**src/rtl/ovl_pkg.sv**
```systemverilog
package ovl_pkg;
  localparam int REG_W = 10;

  typedef enum logic [1:0] {
    SEL_OFF   = 2'd0,
    SEL_L63   = 2'd1,
    SEL_L511  = 2'd2,
    SEL_L1023 = 2'd3
  } ovlSel_e;

  typedef struct packed {
    logic    seedLoad;
    logic    shiftEn;
    ovlSel_e seedSel;
  } ovlStrobe_t;

  function automatic int unsigned degreeOf(ovlSel_e s);
    case (s)
      SEL_L63:  return 6;
      SEL_L511: return 9;
      default:  return 10;
    endcase
  endfunction

  function automatic logic [REG_W-1:0] seedFor(ovlSel_e s);
    logic [REG_W-1:0] m;
    for (int i = 0; i < REG_W; i++) m[i] = (i < int'(degreeOf(s)));
    return m;
  endfunction
endpackage

```
**src/rtl/ovl_ctrl.sv**
```systemverilog
module ovl_ctrl
  import ovl_pkg::*;
(
  input  logic       clk,
  input  logic       rstN,
  input  logic       burstStart,
  input  logic       symStep,
  input  ovlSel_e    selIn,
  output ovlStrobe_t strobe,
  output ovlSel_e    activeSel
);
  // select is captured only at a burst boundary
  always_ff @(posedge clk or negedge rstN) begin
    if (!rstN)           activeSel <= SEL_OFF;
    else if (burstStart) activeSel <= selIn;
  end

  // restart has priority over a step on the same edge
  always_comb begin
    strobe.seedLoad = burstStart;
    strobe.seedSel  = selIn;
    strobe.shiftEn  = symStep && !burstStart && (activeSel != SEL_OFF);
  end
endmodule

```
**src/rtl/ovl_datapath.sv**
```systemverilog
module ovl_datapath
  import ovl_pkg::*;
#(
  parameter int LANES = 2
)(
  input  logic             clk,
  input  logic             rstN,
  input  ovlStrobe_t       strobe,
  input  ovlSel_e          activeSel,
  input  logic             qpskMode,
  input  logic [LANES-1:0] dataIn,
  output logic [LANES-1:0] dataOut,
  output logic             ovlBit
);
  logic [REG_W-1:0] shiftReg;
  logic             tailBit;
  logic             feedback;

  // the oldest bit sits at position degree-1 for the active length
  always_comb begin
    case (activeSel)
      SEL_L63:  tailBit = shiftReg[5];
      SEL_L511: tailBit = shiftReg[8];
      default:  tailBit = shiftReg[REG_W-1];
    endcase
    feedback = shiftReg[1] ^ shiftReg[2] ^ shiftReg[4] ^ tailBit;
  end

  always_ff @(posedge clk or negedge rstN) begin
    if (!rstN)
      shiftReg <= seedFor(SEL_L1023);
    else if (strobe.seedLoad)
      shiftReg <= seedFor(strobe.seedSel);
    else if (strobe.shiftEn)
      shiftReg <= {shiftReg[REG_W-2:0], feedback} & seedFor(activeSel);
  end

  assign ovlBit = (activeSel != SEL_OFF) && tailBit;

  // lane 0 is always overlaid, the other lanes only in QPSK mode
  for (genvar g = 0; g < LANES; g++) begin : gLane
    if (g == 0) begin : gFirst
      assign dataOut[g] = dataIn[g] ^ ovlBit;
    end else begin : gRest
      assign dataOut[g] = dataIn[g] ^ (ovlBit & qpskMode);
    end
  end
endmodule

```
**src/rtl/sym_overlay.sv**
```systemverilog
module sym_overlay
  import ovl_pkg::*;
#(
  parameter int LANES = 2
)(
  input  logic             clk,
  input  logic             rstN,
  input  logic             burstStart,
  input  logic             symStep,
  input  logic [1:0]       codeSel,
  input  logic             qpskMode,
  input  logic [LANES-1:0] dataIn,
  output logic [LANES-1:0] dataOut,
  output logic             ovlBit
);
  ovlStrobe_t strobe;
  ovlSel_e    activeSel;

  ovl_ctrl u_ctrl (
    .clk        (clk),
    .rstN       (rstN),
    .burstStart (burstStart),
    .symStep    (symStep),
    .selIn      (ovlSel_e'(codeSel)),
    .strobe     (strobe),
    .activeSel  (activeSel)
  );

  ovl_datapath #(.LANES(LANES)) u_dp (
    .clk       (clk),
    .rstN      (rstN),
    .strobe    (strobe),
    .activeSel (activeSel),
    .qpskMode  (qpskMode),
    .dataIn    (dataIn),
    .dataOut   (dataOut),
    .ovlBit    (ovlBit)
  );
endmodule

```
**config.mk**
```make
export PLATFORM = sky130hd
export DESIGN_NAME = sym_overlay
export DESIGN_NICKNAME = d
export VERILOG_FILES = /design/src/rtl/ovl_pkg.sv /design/src/rtl/ovl_ctrl.sv /design/src/rtl/ovl_datapath.sv /design/src/rtl/sym_overlay.sv
export SDC_FILE = /design/constraint.sdc
export NUM_CORES = 1
export LEC_CHECK = 0
export BUFFER_PORTS_ARGS = -buffer_cell sky130_fd_sc_hd__buf_2
export CORE_MARGIN = 2
export CORE_UTILIZATION = 47
export DETAILED_ROUTE_END_ITERATION = 8
export PLACE_DENSITY = 0.68
export SYNTH_ARGS = -nofsm -noshare
export SYNTH_HDL_FRONTEND = slang
export SYNTH_SLANG_ARGS = --single-unit
```
**constraint.sdc**
```tcl
create_clock -name clk -period 1.5 [get_ports clk]
set_input_delay 0.3 -clock clk [delete_from_list [all_inputs] [get_ports clk]]
set_output_delay 0.3 -clock clk [all_outputs]
set_load 0.02 [all_outputs]
```
=== Yosys cells after proc, flatten, opt, wreduce, memory -nomap -nowiden ===
Index checks and enable logic that the tools add are counted.

* Logic and storage cells: 47
* Output and inout port bits: 3
* Input bits: 9
* Register bits: 12

* Reductions and logical operators: 6
* Bitwise gates (word level): 7
* Equal/unequal tests: 4
* $lt $le $gt $ge: 20
* Multiplexer cells: 8

{| class="wikitable"
|+ Operators by type and width
! cell !! count
|-
| $lt A4 B32 Y1 const A || 8
|-
| $lt A3 B32 Y1 const A || 4
|-
| $lt A5 B32 Y1 const A || 4
|-
| $mux W32 || 3
|-
| $lt A1 B32 Y1 const A || 2
|-
| $lt A2 B32 Y1 const A || 2
|-
| $mux W10 || 2
|-
| $pmux W4 S2 || 2
|-
| $and A10 B10 Y10 || 1
|-
| $xor A1 B1 Y1 || 5
|-
| $eq A2 B1 Y1 const B || 2
|-
| $eq A2 B2 Y1 const B || 2
|-
| $reduce_bool A2 Y1 || 2
|-
| $logic_and A1 B1 Y1 || 3
|-
| $pmux W1 S2 || 1
|-
| $and A1 B1 Y1 || 1
|-
| $logic_not A1 Y1 || 1
|}

=== Depth between registers and ports, before layout ===
* Depth after elaboration: 9
* Gate-level depth with buffers: 6
* Gate-level depth less buffers: 6

=== Cells and area by module ===
Synthesis repeated with hierarchy kept, for this count alone.

* Cells, all modules: 73
* Area, all modules: 768.2 µm²

{| class="wikitable"
|+ By module, submodules not included
! module !! area each (µm²) !! cells each !! instances
|-
| ovl_datapath || 661.9 || 64 || 1
|-
| ovl_ctrl || 106.4 || 9 || 1
|}

=== Worst setup path before layout ===
Ideal clock, no wire load.

* Path kind: register to output
* Start point: register u_ctrl.activeSel[0]
* End point: output port dataOut[1]
* Data arrival time: 1,801 ps
* Data required time: 1,200 ps
* Slack: -601 ps
* Stages on the path, launching flop included: 7
* Cell sequence: dfrtp_1 > inv_1 > ha_1 > nor2_1 > a211oi_2 > nand2_1 > xnor2_1

* Cells in the longest elaborated chain, start to end: 5

{| class="wikitable"
|+ RTL lines
! item !! RTL line !! source
|-
| start, declared || ovl_ctrl.sv:10 || <nowiki>output ovlSel_e activeSel</nowiki>
|-
| start signal, assigned || ovl_ctrl.sv:15 || <nowiki>else if (burstStart) activeSel <= selIn;</nowiki>
|-
| $eq A2 B2 Y1 / $eq A2 B1 Y1 (equally long branches) || ovl_datapath.sv:21 || <nowiki>case (activeSel)</nowiki>
|-
| $pmux W1 S2 || ovl_datapath.sv:21 ||
|-
| $logic_and A1 B1 Y1 (*) || ovl_datapath.sv:38 || <nowiki>assign ovlBit = (activeSel != SEL_OFF) && tailBit;</nowiki>
|-
| via ovlBit || sym_overlay.sv:14 || <nowiki>output logic ovlBit</nowiki>
|-
| $and A1 B1 Y1 (*) || ovl_datapath.sv:45 || <nowiki>assign dataOut[g] = dataIn[g] ^ (ovlBit & qpskMode);</nowiki>
|-
| $xor A1 B1 Y1 (*) || ovl_datapath.sv:45 ||
|-
| end, declared || sym_overlay.sv:13 || <nowiki>output logic [LANES-1:0] dataOut,</nowiki>
|}

The timed path passes the listed nets; every way through them passes the cells marked *.

=== Worst setup path in the final report ===
* Start point: register u_ctrl.activeSel[0]
* End point: output port dataOut[1]

* Cells in the longest elaborated chain, start to end: 5

{| class="wikitable"
|+ RTL lines
! item !! RTL line
|-
| $eq A2 B2 Y1 / $eq A2 B1 Y1 (equally long branches) || ovl_datapath.sv:21
|-
| $pmux W1 S2 || ovl_datapath.sv:21
|-
| $logic_and A1 B1 Y1 (*) || ovl_datapath.sv:38
|-
| $and A1 B1 Y1 (*) || ovl_datapath.sv:45
|-
| $xor A1 B1 Y1 (*) || ovl_datapath.sv:45
|}

Mark *: on every way between the ends. The rest lies on a longest branch, timed or not.

==> results by group <==
Status
  • Status: finished with violations
  • Failing checks: negative setup slack

Floorplanning
  • Core area: approximately 1300 um2
  • Starting Density: 0.519
  • Row cnt: 13
  • Die H: around 42 um
  • Die area: approximately 1800 um2
  • Io pins: 12
  • Die X-Extent: around 42 um

STA
  • RSZ-0062 raised after global routing: yes
  • Worst slew pin tran: around 260 ps
  • Relative slew slack: 0.825
  • F_max: about 500 MHz
  • Final setup TNS: -1320 ps
  • Max-slew violation total from the final report: 0
  • Tmin final: between 2000 and 2500 ps
  • Endpoints failing hold: 0
  • Setup violators final: 3
  • Final period util: 1.34
  • Final worst slack: -505 ps
  • Setup skew after layout: between 2 and 2.5 ps

Placed design
  • DP Wirelength: between 1000 and 1500 um
  • Placer Congestion: 0.754
  • Port Buffers: 11

Detailed routing
  • TritonRoute pass-1 iters: 4
  • DRC: 0
  • Vias per cell: about 5.2
  • Wire per inst: about 13 um
  • DR iter-0 viols: 8
  • DRT antenna net count: 0
  • Via count: roughly 570
  • Final WL: ~1400 um

Synth
  • Synthesized area: around 700 um2
  • Sequential fraction of the synthesis area: 0.452
  • Post-Synthesis Cells: 72
  • Syn nets: 87
  • Yosys warning total: 0
  • Yosys reg bits: 12
  • Mapped Avg Cell Area: between 9 and 10 um2
  • Synth cell types: 22

Clock network
  • Clock slew at reported path FFs: around 80 ps
  • CTS max path bufs: 2
  • CTS tree: built
  • Worst-Skew Late Latency: 270 ps
  • Root Buffer: clkbuf_4
  • H-tree Lvls: 1
  • CTS buffer count: 3
  • Clk sinks: 12

Min path
  • HP Class: primary input to flop

Setup path
  • CP Buf/Inv Count: 2
  • Slowest-stage cell, CP: dfrtp_1
  • Critical path endpoint category: primary output
  • Crit path max fanout: 4
  • Crit Path Class: flop to primary output
  • Crit path DAT: approximately 1700 ps
  • WP data required: 1200 ps
  • Cells along the critical path: inv_2 > ha_4 > nor2_4 > a211oi_4 > nand2_2 > xnor2_2 > buf_4
  • Crit start category: flop
  • Crit-path leading delay family: flip-flops
  • Worst path max stage delay: 390 ps

Global routing
  • Initial antenna violation count: 0
  • Total grt overflow: 0
  • Total track usage: 0.193
  • Vias in the first global route: 569
  • Largest net degree at the start of global routing: 15
  • First-pass GRT wire length: 2540 um

Power and ir drop
  • Pwr Density: ~1000 nW/um2
  • Leakage: between 0.4 and 0.5 nW
  • Peak VDD IR: ~0.67 mV

Layout
  • Final-stage net count: ~110
  • Area Overhead vs Synth: 34.4%
  • # fillers: about 110
  • Share of cells above drive strength 1: 0.463
  • Ant. Diodes: 0
  • Fin util: 0.697

Job
  • Maxcap violations: 0
[stage by stage]
stage / cells / hold slack [ps] / setup WS, ps / total power, mW / cell area, um2
4_1_cts: 110 / 259 / -549 / 0.988 / 926
3_3_place_gp: 104 / 191 / -234 / 0.692 / 855
5_1_grt: 110 / 279 / -594 / 1.04 / 930
6_report: 110 / 267 / -505 / 0.974 / 930
3_5_place_dp: 104 / 187 / -302 / 0.701 / 855
2_1_floorplan: 72 / 4.41 / -366 / 0.604 / 732
[sequential cells by signal (all words and copies together) (netlist names)]
register / count
u_dp.shiftReg: 10
u_ctrl.activeSel: 2
[timing repair]
| action | in CTS | in global routing |
|---|---|---|
| endpoints found under the setup margin | 5 | 4 |
| pin swaps | 5 | 5 |
| resized for setup | 6 | 1 |
| buffers inserted | 1 | 0 |
| hold endpoints to repair | 2 | 0 |
| hold buffers | 1 | 0 |
[layer usage]
layer,vias up,GRT usage,wire (um)
li1,287,-,-
met1,267,0.255,633
met2,11,0.298,695
met3,2,0.0517,62
met4,0,0.0750,12
met5,-,0,0
[worst min-delay path: stages]
cell and delay (ps):
buf_2 100, nand2_1 40, o21ai_0 60
[power breakdown]
group	leakage [nW]	internal, mW	switching (mW)	total (mW)
clock	0.0210	0.147	0.106	0.254
combinational	0.279	0.154	0.159	0.313
sequential	0.130	0.380	0.0270	0.407
[logic make-up (layout without fill, tap and decap cells)]
| logic type | count (synthesis) | after routing | share of synthesized area |
|---|---|---|---|
| AOI/OAI and AO/OA | 15 | 15 | 0.146 |
| adders and majority gates | 6 | 6 | 0.108 |
| DFF | 12 | 12 | 0.452 |
| and+or+nand+nor | 27 | 27 | 0.186 |
| buffers and inverters | 7 | 30 | 0.0434 |
| xor gates and xnor gates | 5 | 5 | 0.0633 |
[cells in the final DEF, fill, tap and decap left out, drive strengths merged]
cell / synthesis / routed
buf: 1 / 20
nand2: 15 / 15
dfstp: 10 / 10
ha: 6 / 6
a21oi: 5 / 5
inv: 5 / 5
nand3: 4 / 4
nor3b: 4 / 4
xnor2: 4 / 4
a211oi: 4 / 4
clkbuf: 1 / 4
o21ai: 3 / 3
dfrtp: 2 / 2
a22oi: 1 / 1
nor2: 1 / 1
xor2: 1 / 1
nand2b: 1 / 1
nor2b: 1 / 1
o211ai: 1 / 1
and3: 1 / 1
a31oi: 1 / 1
dlygate4sd3: 0 / 1
[synth_stat cells]
cell	n	share of area
dfrtp_1	2	0.072
a21oi_1	5	0.036
nand2b_1	1	0.0090
and3_1	1	0.0090
nor3b_1	4	0.043
nand3_1	4	0.029
xor2_1	1	0.013
a211oi_2	1	0.018
nor2b_1	1	0.0090
dfstp_2	10	0.38
inv_1	5	0.027
o21ai_0	3	0.022
xnor2_1	4	0.051
nor2_1	1	0.0054
a31oi_1	1	0.0090
ha_1	6	0.11
a211oi_1	3	0.033
buf_4	1	0.011
clkbuf_1	1	0.0054
nand2_1	15	0.081
a22oi_2	1	0.018
o211ai_1	1	0.011
[path summary, 6_finish.rpt]
path,startpoint,slack (ps),cells after the start,to
worst max-delay path,u_ctrl.activeSel[0]$_DFFE_PN0P_,-510,7,dataOut[1]
worst min-delay path,codeSel[1],270,3,u_ctrl.activeSel[1]$_DFFE_PN0P_
worst max register to register,u_ctrl.activeSel[0]$_DFFE_PN0P_,80,6,u_dp.shiftReg[9]$_DFFE_PN1P_
worst min register to register,u_dp.shiftReg[0]$_DFFE_PN1P_,510,2,u_dp.shiftReg[0]$_DFFE_PN1P_
max in group asynchronous,rstN,800,2,u_dp.shiftReg[7]$_DFFE_PN1P_
min in group asynchronous,rstN,430,2,u_ctrl.activeSel[0]$_DFFE_PN0P_
[final cells by class]
class	instances	area [um2]	share of cell area
Multi-Input combinational cell	53	402	0.432
Tap cell	15	18.8	0.0202
Clock buffer	4	36.3	0.0390
Sequential cell	12	313	0.336
Timing Repair Buffer	21	141	0.152
Inverter	5	18.8	0.0202
No activity file was read; power rests on OpenSTA's default activity.
